## src/rtl/nand_ecc1b_pkg.sv

```systemverilog
package nand_ecc1b_pkg;

    // Outcome of comparing a stored code with a freshly computed one
    typedef enum logic [1:0] {
        ECC_CLEAN = 2'd0,
        ECC_FIXED = 2'd1,
        ECC_FATAL = 2'd2
    } ecc_status_e;

endpackage

```

## src/rtl/nand_ecc1b_term.sv

```systemverilog
// Parity contribution of one data byte at a given offset within the unit.
module nand_ecc1b_term #(
    parameter  int ADDR_W = 9,
    localparam int IDX_W  = ADDR_W + 3
) (
    input  logic [ADDR_W-1:0] offset_i,
    input  logic [7:0]        data_i,
    output logic [IDX_W-1:0]  odd_o,
    output logic [IDX_W-1:0]  even_o
);

    logic [IDX_W-1:0] odd_part  [8];
    logic [IDX_W-1:0] even_part [8];

    // Each set bit folds its own index into HI and the complement into LO
    for (genvar j = 0; j < 8; j++) begin : g_bit
        logic [IDX_W-1:0] idx;
        assign idx          = {offset_i, 3'(j)};
        assign odd_part[j]  = data_i[j] ? idx  : '0;
        assign even_part[j] = data_i[j] ? ~idx : '0;
    end

    always_comb begin
        odd_o  = '0;
        even_o = '0;
        for (int k = 0; k < 8; k++) begin
            odd_o  = odd_o  ^ odd_part[k];
            even_o = even_o ^ even_part[k];
        end
    end

endmodule

```

## src/rtl/nand_ecc1b_ctx.sv

```systemverilog
// One accumulator context: enable, byte count and the two parity halves.
module nand_ecc1b_ctx #(
    parameter  int UNIT_BYTES = 512,
    localparam int ADDR_W     = $clog2(UNIT_BYTES),
    localparam int IDX_W      = ADDR_W + 3,
    localparam int CNT_W      = $clog2(UNIT_BYTES + 1)
) (
    input  logic               clk,
    input  logic               rst_n,
    input  logic               start_i,
    input  logic               rd_i,
    input  logic               byte_en_i,
    input  logic [7:0]         data_i,
    output logic [2*IDX_W-1:0] code_o,
    output logic               en_o
);

    localparam logic [CNT_W-1:0] CNT_LIM = CNT_W'(UNIT_BYTES);

    typedef struct packed {
        logic             en;
        logic [CNT_W-1:0] cnt;
        logic [IDX_W-1:0] odd;
        logic [IDX_W-1:0] even;
    } ctx_t;

    ctx_t ctx_q, ctx_d;

    logic [IDX_W-1:0] term_odd, term_even;
    logic             room;

    assign room = ctx_q.cnt < CNT_LIM;

    nand_ecc1b_term #(.ADDR_W(ADDR_W)) u_term (
        .offset_i (ctx_q.cnt[ADDR_W-1:0]),
        .data_i   (data_i),
        .odd_o    (term_odd),
        .even_o   (term_even)
    );

    always_comb begin
        ctx_d = ctx_q;
        if (byte_en_i && ctx_q.en && room) begin
            ctx_d.odd  = ctx_q.odd  ^ term_odd;
            ctx_d.even = ctx_q.even ^ term_even;
            ctx_d.cnt  = ctx_q.cnt + CNT_W'(1);
        end
        // A read discards any byte of the same cycle and disables
        if (rd_i) begin
            ctx_d = '0;
        end
        // A restart wins over the read's disable
        if (start_i) begin
            ctx_d    = '0;
            ctx_d.en = 1'b1;
        end
    end

    always_ff @(posedge clk) begin
        if (!rst_n) ctx_q <= '0;
        else        ctx_q <= ctx_d;
    end

    assign code_o = ~{ctx_q.odd, ctx_q.even};
    assign en_o   = ctx_q.en;

    // a restart leaves an enabled, empty context
    a_r3_start_empty: assert property (@(posedge clk) disable iff (!rst_n)
        start_i |=> (en_o && ctx_q.cnt == '0 && code_o == '1));

    // a read without restart clears and disables
    a_r5_read_clears: assert property (@(posedge clk) disable iff (!rst_n)
        (rd_i && !start_i) |=> (!en_o && ctx_q.cnt == '0 && code_o == '1));

    // a disabled context never changes its code without a restart
    a_r4_idle_hold: assert property (@(posedge clk) disable iff (!rst_n)
        (!en_o && !start_i) |=> $stable(code_o));

    // the byte count never passes the unit size
    a_r4_no_overrun: assert property (@(posedge clk) disable iff (!rst_n)
        ctx_q.cnt <= CNT_LIM);

endmodule

```

## src/rtl/nand_ecc1b_check.sv

```systemverilog
// Syndrome decode of a stored code against a computed code.
module nand_ecc1b_check
    import nand_ecc1b_pkg::*;
#(
    parameter  int UNIT_BYTES = 512,
    localparam int ADDR_W     = $clog2(UNIT_BYTES),
    localparam int IDX_W      = ADDR_W + 3,
    localparam int CODE_W     = 2 * IDX_W
) (
    input  logic              clk,
    input  logic              rst_n,
    input  logic              valid_i,
    input  logic [CODE_W-1:0] stored_i,
    input  logic [CODE_W-1:0] calc_i,
    output logic              valid_o,
    output logic [1:0]        status_o,
    output logic [ADDR_W-1:0] byte_o,
    output logic [2:0]        bit_o
);

    localparam logic [ADDR_W:0] UNIT_LIM = (ADDR_W + 1)'(UNIT_BYTES);

    typedef struct packed {
        logic              vld;
        ecc_status_e       st;
        logic [ADDR_W-1:0] byt;
        logic [2:0]        bitn;
    } chk_t;

    chk_t chk_q, chk_d;

    logic [CODE_W-1:0] syn;
    logic [IDX_W-1:0]  hi, lo;

    assign syn = stored_i ^ calc_i;
    assign hi  = syn[CODE_W-1:IDX_W];
    assign lo  = syn[IDX_W-1:0];

    always_comb begin
        chk_d     = '0;
        chk_d.st  = ECC_CLEAN;
        chk_d.vld = valid_i;
        if (valid_i) begin
            if (syn == '0) begin
                chk_d.st = ECC_CLEAN;
            end else if ((hi ^ lo) == '1) begin
                if ({1'b0, hi[IDX_W-1:3]} < UNIT_LIM) begin
                    chk_d.st   = ECC_FIXED;
                    chk_d.byt  = hi[IDX_W-1:3];
                    chk_d.bitn = hi[2:0];
                end else begin
                    chk_d.st = ECC_FATAL;
                end
            end else if ($onehot(syn)) begin
                chk_d.st = ECC_CLEAN;
            end else begin
                chk_d.st = ECC_FATAL;
            end
        end
    end

    always_ff @(posedge clk) begin
        if (!rst_n) begin
            chk_q    <= '0;
            chk_q.st <= ECC_CLEAN;
        end else begin
            chk_q <= chk_d;
        end
    end

    assign valid_o  = chk_q.vld;
    assign status_o = chk_q.st;
    assign byte_o   = chk_q.byt;
    assign bit_o    = chk_q.bitn;

    // one-cycle answer
    a_r7_latency: assert property (@(posedge clk) disable iff (!rst_n)
        valid_i |=> valid_o);

    // location is zero unless a fix is reported
    a_r10_loc_zero: assert property (@(posedge clk) disable iff (!rst_n)
        (status_o != 2'd1) |-> (byte_o == '0 && bit_o == '0));

    // only the three defined outcomes appear
    a_r10_legal_status: assert property (@(posedge clk) disable iff (!rst_n)
        status_o != 2'd3);

endmodule

```

## src/rtl/nand_ecc1b.sv

```systemverilog
// Multi-context single-bit ECC engine for NAND data units.
module nand_ecc1b #(
    parameter  int NUM_CTX    = 4,
    parameter  int UNIT_BYTES = 512,
    localparam int CTX_W      = (NUM_CTX > 1) ? $clog2(NUM_CTX) : 1,
    localparam int ADDR_W     = $clog2(UNIT_BYTES),
    localparam int CODE_W     = 2 * (ADDR_W + 3)
) (
    input  logic              clk,
    input  logic              rst_n,
    input  logic              start_i,
    input  logic [CTX_W-1:0]  start_ctx_i,
    input  logic              byte_valid_i,
    input  logic [CTX_W-1:0]  byte_ctx_i,
    input  logic [7:0]        byte_i,
    input  logic              rd_i,
    input  logic [CTX_W-1:0]  rd_ctx_i,
    output logic              rd_valid_o,
    output logic [CODE_W-1:0] rd_code_o,
    output logic [NUM_CTX-1:0] ctx_en_o,
    input  logic              cmp_valid_i,
    input  logic [CODE_W-1:0] cmp_stored_i,
    input  logic [CODE_W-1:0] cmp_calc_i,
    output logic              cmp_valid_o,
    output logic [1:0]        cmp_status_o,
    output logic [ADDR_W-1:0] cmp_byte_o,
    output logic [2:0]        cmp_bit_o
);

    typedef struct packed {
        logic              vld;
        logic [CODE_W-1:0] code;
    } rd_t;

    rd_t rd_q, rd_d;

    logic [CODE_W-1:0] ctx_code [NUM_CTX];
    logic [CODE_W-1:0] sel_code;

    for (genvar g = 0; g < NUM_CTX; g++) begin : g_ctx
        logic start_hit, rd_hit, byte_hit;
        assign start_hit = start_i      && (start_ctx_i == CTX_W'(g));
        assign rd_hit    = rd_i         && (rd_ctx_i    == CTX_W'(g));
        assign byte_hit  = byte_valid_i && (byte_ctx_i  == CTX_W'(g));

        nand_ecc1b_ctx #(.UNIT_BYTES(UNIT_BYTES)) u_ctx (
            .clk       (clk),
            .rst_n     (rst_n),
            .start_i   (start_hit),
            .rd_i      (rd_hit),
            .byte_en_i (byte_hit),
            .data_i    (byte_i),
            .code_o    (ctx_code[g]),
            .en_o      (ctx_en_o[g])
        );
    end

    assign sel_code = ctx_code[rd_ctx_i];

    always_comb begin
        rd_d     = rd_q;
        rd_d.vld = rd_i;
        if (rd_i) rd_d.code = sel_code;
    end

    always_ff @(posedge clk) begin
        if (!rst_n) rd_q <= '{vld: 1'b0, code: '1};
        else        rd_q <= rd_d;
    end

    assign rd_valid_o = rd_q.vld;
    assign rd_code_o  = rd_q.code;

    nand_ecc1b_check #(.UNIT_BYTES(UNIT_BYTES)) u_check (
        .clk      (clk),
        .rst_n    (rst_n),
        .valid_i  (cmp_valid_i),
        .stored_i (cmp_stored_i),
        .calc_i   (cmp_calc_i),
        .valid_o  (cmp_valid_o),
        .status_o (cmp_status_o),
        .byte_o   (cmp_byte_o),
        .bit_o    (cmp_bit_o)
    );

    // a read is answered in the next cycle with the selected code
    a_r5_read_answer: assert property (@(posedge clk) disable iff (!rst_n)
        rd_i |=> (rd_valid_o && rd_code_o == $past(sel_code)));

    // no answer appears without a read
    a_r5_no_spurious: assert property (@(posedge clk) disable iff (!rst_n)
        !rd_i |=> !rd_valid_o);

endmodule

```

## config.mk

```make
export PLATFORM = sky130hd
export DESIGN_NAME = nand_ecc1b
export DESIGN_NICKNAME = d
export VERILOG_FILES = /design/src/rtl/nand_ecc1b_pkg.sv /design/src/rtl/nand_ecc1b_term.sv /design/src/rtl/nand_ecc1b_ctx.sv /design/src/rtl/nand_ecc1b_check.sv /design/src/rtl/nand_ecc1b.sv
export SDC_FILE = /design/constraint.sdc
export NUM_CORES = 1
export LEC_CHECK = 0
export BUFFER_PORTS_ARGS = -buffer_cell sky130_fd_sc_hd__buf_2
export CAP_MARGIN = 20
export CORE_MARGIN = 2
export CORE_UTILIZATION = 64
export CTS_CLUSTER_SIZE = 12
export DETAILED_ROUTE_END_ITERATION = 16
export GPL_ROUTABILITY_DRIVEN = 1
export PLACE_DENSITY = 0.86
export SYNTH_ARGS = -nofsm -noshare
export SYNTH_HDL_FRONTEND = slang
export SYNTH_HIERARCHICAL = 1
export SYNTH_SLANG_ARGS = --single-unit
```

## constraint.sdc

```tcl
create_clock -name clk -period 15.38 [get_ports clk]
set_clock_uncertainty 0.15 [all_clocks]
set_input_delay 4.614 -clock clk [delete_from_list [all_inputs] [get_ports clk]]
set_output_delay 4.614 -clock clk [all_outputs]
set_load 0.005 [all_outputs]
```

==> results of run 1 <==
[kinds of logic (layout without fill, tap and decap cells)]
group | after synthesis | after routing | share of synthesized area
AO/OA/AOI/OAI | 287 | 287 | 0.179
adder cells (fa/ha/maj) | 28 | 28 | 0.0461
buffers and inverters | 180 | 278 | 0.0783
AND/OR/NAND/NOR | 337 | 337 | 0.187
XOR/XNOR | 104 | 104 | 0.107
multiplexers | 24 | 24 | 0.0543
flip-flops | 180 | 180 | 0.348
[power by group through the flow]
stage	sequential [µW]	clock, µW	combinational (µW)
2_1_floorplan	486	0	257
3_3_place_gp	485	0	325
3_5_place_dp	485	0	343
4_1_cts	475	439	346
5_1_grt	475	459	389
6_report	475	435	351
[metrics by stage]
| step | power [µW] | instance area, µm² |
|---|---|---|
| 6_report | 1260 | 11500 |
| 5_1_grt | 1320 | 11500 |
| 4_1_cts | 1260 | 11500 |
| 3_5_place_dp | 828 | 10900 |
| 3_3_place_gp | 810 | 10900 |
| 2_1_floorplan | 743 | 10400 |
[routing by layer]
| metal | track usage | part of all wire |
|---|---|---|
| met5 | 0 | 0 |
| met4 | 0.120 | 0.032 |
| met3 | 0.0521 | 0.061 |
| met2 | 0.504 | 0.50 |
| met1 | 0.365 | 0.40 |
[worst max-delay path, delay by kind of cell]
kind	cells	cell delay (ns)
xor+xnor	1	0.28
fa+ha+maj	7	3.22
buf+inv	4	0.33
simple gates	3	0.62
[worst max-delay path by stage]
stage	start	end	slack (ns)	cells past startpoint
after global routing	cmp_calc_i[5]	u_check/status_o[1]$_SDFF_PP0_	6.37	15
after global placement	cmp_calc_i[5]	u_check/status_o[1]$_SDFF_PP0_	6.24	15
after CTS	cmp_calc_i[5]	u_check/status_o[1]$_SDFF_PP0_	6.50	15
after floorplan	cmp_calc_i[5]	u_check/status_o[1]$_SDFF_PP0_	6.45	14
after detailed placement	cmp_calc_i[5]	u_check/status_o[1]$_SDFF_PP0_	6.03	15
final	cmp_calc_i[5]	u_check/status_o[1]$_SDFF_PP0_	6.48	15
[cells in the final DEF (no fill, tap or decap), types with 3 or more instances in the layout]
cell type     n
clkbuf_16    17
nand3b_4      4
or3_1        12
nor3_2        9
or4_1        16
xnor2_1      61
mux4_2       18
buf_4         8
fa_1         17
clkinv_2      3
nand2_1      27
inv_1       125
nand4_1      13
a21oi_1     125
nor3b_1       7
and3b_1       8
buf_2       111
dfxtp_1     180
ha_1         11
a21o_1       96
and3_1        3
nor2_1       47
and2_1       37
nand3_2       4
xnor2_2      23
o31ai_1      16
o21a_1       12
nand3_1     108
a211o_1      24
nor2b_1      28
nor3_1        7
o21ai_0      13
nor4_1        4
xor2_2        4
mux4_1        6
clkinvlp_4    3
xor2_1       16
[synthesized netlist by cell type (all sizes together)]
master / instances / share of area
a211o: 24 / 0.020
a21o: 96 / 0.070
a21oi: 125 / 0.060
and2: 38 / 0.023
and3: 3 / 0.0018
and3b: 8 / 0.0068
buf: 37 / 0.023
clkbuf: 18 / 0.010
dfxtp: 180 / 0.35
fa: 17 / 0.033
ha: 11 / 0.013
inv: 125 / 0.045
mux4: 24 / 0.054
nand2: 27 / 0.0098
nand3: 112 / 0.056
nand3b: 4 / 0.0077
nand4: 13 / 0.0079
nor2: 48 / 0.018
nor2b: 28 / 0.017
nor3: 16 / 0.012
nor3b: 7 / 0.0051
nor4: 4 / 0.0024
o21a: 12 / 0.0087
o21ai: 13 / 0.0063
o31ai: 17 / 0.014
or3: 12 / 0.0072
or4: 17 / 0.013
xnor2: 84 / 0.088
xor2: 20 / 0.020
[area by class of cell]
type                       count  area (µm²)
multi-input combinational    780        5950
fill                        1128        4280
sequential                   180        3600
timing repair buffer         121         671
inverter                     125         469
clock buffer                  21         460
tap                          216         270
clock inverter                11         124
[state kept, by name (all words and copies together) (netlist names)]
signal	flops
g_ctx.u_ctx/en_o	4
g_ctx.u_ctx/ctx_q	136
u_check/valid_o	1
u_check/byte_o	9
u_check/bit_o	3
rd_code_o	24
rd_valid_o	1
u_check/status_o	2
==> key figures, run 1 <==
Setup path
  – Worst-path fanout max: 3
  – Most common cell on crit path: fa_1
  – Required @ worst endpoint: 15.56 ns
  – Critical R2R Capture: g_ctx[0].u_ctx/ctx_q[13]$_SDFFE_PP0P_
  – Crit path cell chain: buf_2, xnor2_1, inv_1, fa_1, inv_1, fa_1, fa_1, fa_1, inv_1, fa_1, ha_1, fa_1, nor4_1, nand3_1, and3b_1
  – Worst Setup Path Type: input pin to flop
  – Worst path max stage delay: 0.55 ns
  – Worst r2r src: g_ctx[0].u_ctx/en_o$_SDFFE_PN0P_
  – Reg2Reg Setup Slack: 13.08 ns
  – Worst path arrival time: 9.08 ns
  – CP endpoint kind: flop
  – Worst reg2reg path depth: 4
  – Worst setup SP type: input pin
  – Slowest cell on crit path: fa_1

GRT
  – Tot GR Track Use: 0.293
  – Grt total ovfl: 0
  – Initial antenna violation count: 0
  – Global-route wire length before repair: 40200 µm
  – Largest net degree at the start of global routing: 51
  – Vias in the first global route: 8059

Pwr
  – Power Dens Cells: 109 nW/µm²
  – Seq pwr share: 0.377
  – Pint: 860 µW
  – Worst VDD drop: 96.3 µV
  – Clock Power Share: 0.345
  – Switching Share: 0.318
  – Logic pwr share: 0.279
  – Pleak: 0.00425 µW
  – Psw: 401 µW

Routing
  – DRC: 0
  – Post-Route WL: 25300 µm
  – Final ANT Viol Nets: 0
  – Drt wl/cell: 17.4 µm
  – Starting DRC count in detailed routing: 745
  – First-pass detailed-route iteration total: 7
  – DR vias/cell: 5.99
  – Via count: 8711

Synthesis
  – Synth Cell Area: 10400 µm²
  – Syn_nets: 1236
  – Yosys warns: 6
  – Post-Synthesis Cells: 1140
  – Sequential-to-total area share from yosys stat: 0.348
  – Yosys reg bits: 180
  – Count of different cell masters after synthesis: 44
  – Avg Inst Size Synth: 9.09 µm²

Timing
  – Crit share post-route: 0.579
  – Unrepaired setup endpoints after global routing: no
  – Post-layout min period: 8.90 ns
  – Worst slew margin: 0.391
  – Final WS setup: 6.48 ns
  – Max-slew violation count: 0
  – Final hold vios: 0
  – Finish-stage setup viols: 0
  – Hold_ws: 0.327 ns
  – TNS Setup: 0 ns
  – Fmax: 0.112 GHz
  – Worst-Margin Slew: 0.914 ns

Finish
  – Util after Layout: 0.729
  – Layout cells sized above 1: 0.175
  – Nets: 1321
  – Antenna Cells: 0
  – Layout Area Growth over Synthesis: 11.4%
  – Fin cells: 1454

Job
  – Number of max-cap violations: 0

Status
  – Status: finished clean

Placement
  – IO Port Bufs: 111
  – Placed Cells incl. Taps: 1421
  – Worst slack, placed: 6.03 ns
  – Placer congestion estimate: 0.885
  – Dpl hpwl: 18100 µm

CTS
  – Clock sink count: 180
  – Cts bufs inserted: 17
  – Max Buffers Root-to-Sink: 2
  – CTS Hold Bufs: 0
  – Post-CTS Resized: 0
  – Post-CTS Setup Inserts: 0
  – Root buffer cell: clkbuf_16
  – Clock slew at reported path FFs: 0.07 ns
  – H-tree Lvls: 4
  – Clock tree from TritonCTS: built
  – Clk_lat worst skew: 0.43 ns

Die
  – Core area: 15800 µm²
  – Die span in x: 131 µm
  – Num rows: 46
  – # IOs: 112
  – Starting Density: 0.655
  – Die Ht: 131 µm
  – Die area: 17200 µm²

Hold path
  – Hold WC Path Type: flop to flop
  – HP Start: g_ctx[3].u_ctx/ctx_q[33]$_SDFFE_PP0P_
  – Hold endpoint: g_ctx[3].u_ctx/ctx_q[33]$_SDFFE_PP0P_
  – Hold Path Stages: 2
No activity file was read; power rests on OpenSTA's default activity.
==> run 2: changes to the inputs <==
CORE_UTILIZATION = 60   (was 64)
PLACE_DENSITY = 0.81   (was 0.86)
clock period = 8.7 ns   (was 15.38 ns; I/O delays follow)
==> run 2 against run 1 <==
Sequential cell count unchanged. Design area about the same. Worst hold slack improved by 0.0019 ns.
==> key figures, run 2 (synthesis results as in run 1) <==
GRT
  – Largest net degree at the start of global routing: 51 (unchanged)
  – M3 GR Usage: 0.0584 (+0.00628)
  – GR peak layer: met2
  – Grt total ovfl: 0 (unchanged)
  – Tot GR Track Use: 0.283 (-0.0104)
  – Met1 usage: 0.375 (+0.0100)
  – Vias in the first global route: 8061 (+0.025%)
  – Global-route wire length before repair: 40300 µm (+0.22%)
  – GR Util met2: 0.454 (-0.0498)
  – Initial antenna violation count: 0 (unchanged)

Routing
  – Via count: 8666 (-0.52%)
  – Post-Route WL: 25200 µm (-0.13%)
  – Starting DRC count in detailed routing: 676 (-9.3%)
  – Final ANT Viol Nets: 0 (unchanged)
  – First-pass detailed-route iteration total: 5 (-2)
  – Drt wl/cell: 17.2 µm (-0.75%)
  – DRC: 0 (unchanged)
  – DR vias/cell: 5.92 (-1.1%)

Status
  – Status: finished clean

Timing
  – Finish-stage setup viols: 0 (unchanged)
  – Fmax: 0.148 GHz
  – Unrepaired setup endpoints after global routing: no
  – Hold_ws: 0.329 ns (+0.00193 ns)
  – Worst-Margin Slew: 1.01 ns (+0.0949 ns)
  – Worst slew margin: 0.327 (-0.0640)
  – Final hold vios: 0 (unchanged)
  – Post-layout min period: 6.77 ns
  – Max-slew violation count: 0 (unchanged)
  – Crit share post-route: 0.778
  – TNS Setup: 0 ns (unchanged)

Setup path
  – Worst path top cell family by delay: adder cells
  – Worst-path fanout max: 3 (unchanged)
  – Required @ worst endpoint: 8.87 ns (-6.69 ns)
  – Worst Setup Path Type: input pin to flop
  – Crit path cell chain: buf_2, xnor2_1, inv_1, fa_1, inv_1, fa_1, fa_1, fa_1, inv_1, fa_1, ha_1, fa_1, nor4_1, nand3_1, and3b_1
  – Slowest cell on crit path: fa_1
  – Buf/Inv on CP: 4 (unchanged)
  – Worst reg2reg path depth: 4 (unchanged)
  – CP endpoint kind: flop
  – Most common cell on crit path: fa_1
  – Worst path arrival time: 6.94 ns (-2.14 ns)
  – Worst setup SP type: input pin
  – CP Depth: 15 (unchanged)
  – Worst path max stage delay: 0.55 ns (about the same)

CTS
  – Clock tree from TritonCTS: built
  – CTS Hold Bufs: 0 (unchanged)
  – Cts bufs inserted: 17 (unchanged)
  – Clk_lat worst skew: 0.43 ns (about the same)
  – Post-CTS Setup Inserts: 0 (unchanged)
  – Clock slew at reported path FFs: 0.06 ns (about the same)
  – Max Buffers Root-to-Sink: 2 (unchanged)
  – H-tree Lvls: 4 (unchanged)
  – Post-CTS Resized: 0 (unchanged)
  – Root buffer cell: clkbuf_16
  – Clock sink count: 180 (unchanged)

Pwr
  – Pint: 1530 µW (+78%)
  – Logic pwr share: 0.284 (+0.005)
  – Pleak: 0.00424 µW (-0.11%)
  – Power Dens Cells: 196 nW/µm² (+79%)
  – Clock Power Share: 0.345 (about the same)
  – Switching Share: 0.322 (+0.00380)
  – Seq pwr share: 0.372 (-0.005)
  – Worst VDD drop: 155 µV (+61%)
  – Psw: 727 µW (+81%)

Placement
  – Placed Cells incl. Taps: 1430 (+0.63%)
  – Dpl hpwl: 17800 µm (-1.4%)
  – Placer congestion estimate: 0.860 (-2.7%)
  – IO Port Bufs: 111 (unchanged)

Die
  – # IOs: 112 (unchanged)
  – Die span in x: 135 µm (+3.2%)
  – Die area: 18300 µm² (+6.5%)
  – Die Ht: 135 µm (+3.2%)
  – Num rows: 48 (+4.3%)
  – Starting Density: 0.605 (-0.0493)
  – Core area: 17100 µm² (+8.1%)

Job
  – Number of max-cap violations: 0 (unchanged)

Finish
  – Commonest non-fill, non-tap cell in the layout: dfxtp_1
  – Seq. cell area: 3600 µm² (unchanged)
  – Max reg flops: 136 (unchanged)
  – Antenna Cells: 0 (unchanged)
  – Multi-input logic area: 5950 µm² (unchanged)
  – Nets: 1321 (unchanged)
  – Most frequent cells in the layout: dfxtp_1 (180), inv_1 (125), a21oi_1 (125)
  – Layout cells sized above 1: 0.175 (unchanged)
  – FILL cells: 1355 (+20%)
  – Biggest register: g_ctx.u_ctx/ctx_q
  – Fin cells: 1463 (+0.62%)
  – Layout Area Growth over Synthesis: 11.5% (about the same)

Hold path
  – Hold Path Stages: 2 (unchanged)
  – Hold WC Path Type: flop to flop
[run 2: power by group through the flow]
stage | logic [µW] | clock network [µW] | registers, µW
6_report | 641 | 778 | 839
5_1_grt | 714 | 830 | 840
4_1_cts | 634 | 786 | 839
3_5_place_dp | 616 | 0 | 858
3_3_place_gp | 587 | 0 | 858
2_1_floorplan | 454 | 0 | 859
[run 2: tightest hold or removal path, delay by kind of cell, from the launching register on]
kind	cells	cell delay, ns
compound gates	1	0.06
simple gates	1	0.05
flops	1	0.32
[run 2: cell type report]
type                       count  share of cell area
clock buffer                  22              0.0411
inverter                     125              0.0406
tap                          225              0.0244
multi-input combinational    780               0.515
timing repair buffer         121              0.0563
sequential                   180               0.312
clock inverter                10              0.0106
[run 2: final timing paths]
path / startpoint / end / slack [ns]
max: cmp_calc_i[5] / u_check/status_o[1]$_SDFF_PP0_ / 1.93
min reg2reg: g_ctx[1].u_ctx/ctx_q[33]$_SDFFE_PP0P_ / g_ctx[1].u_ctx/ctx_q[33]$_SDFFE_PP0P_ / 0.33
max reg2reg: g_ctx[2].u_ctx/ctx_q[24]$_SDFFE_PP0P_ / g_ctx[2].u_ctx/ctx_q[30]$_SDFFE_PP0P_ / 6.92
min: g_ctx[1].u_ctx/ctx_q[33]$_SDFFE_PP0P_ / g_ctx[1].u_ctx/ctx_q[33]$_SDFFE_PP0P_ / 0.33
[run 2: through the flow]
stage | setup WS [ns] | utilization | power, µW | area [µm²]
final | 1.93 | 0.675 | 2260 | 11500
after global routing | 1.78 | 0.675 | 2380 | 11500
after CTS | 1.96 | 0.673 | 2260 | 11500
after detailed placement | 1.50 | 0.638 | 1470 | 10900
after global placement | 1.57 | 0.638 | 1440 | 10900
after floorplan | 1.78 | - | 1310 | 10400
[run 2: metal layers]
| layer | wire [µm] | share of wire | vias up |
|---|---|---|---|
| met2 | 11800 | 0.47 | 362 |
| met4 | 811 | 0.032 | 0 |
| met5 | 0 | 0 | - |
| li1 | - | - | 4104 |
| met1 | 10600 | 0.42 | 4138 |
| met3 | 1980 | 0.079 | 62 |
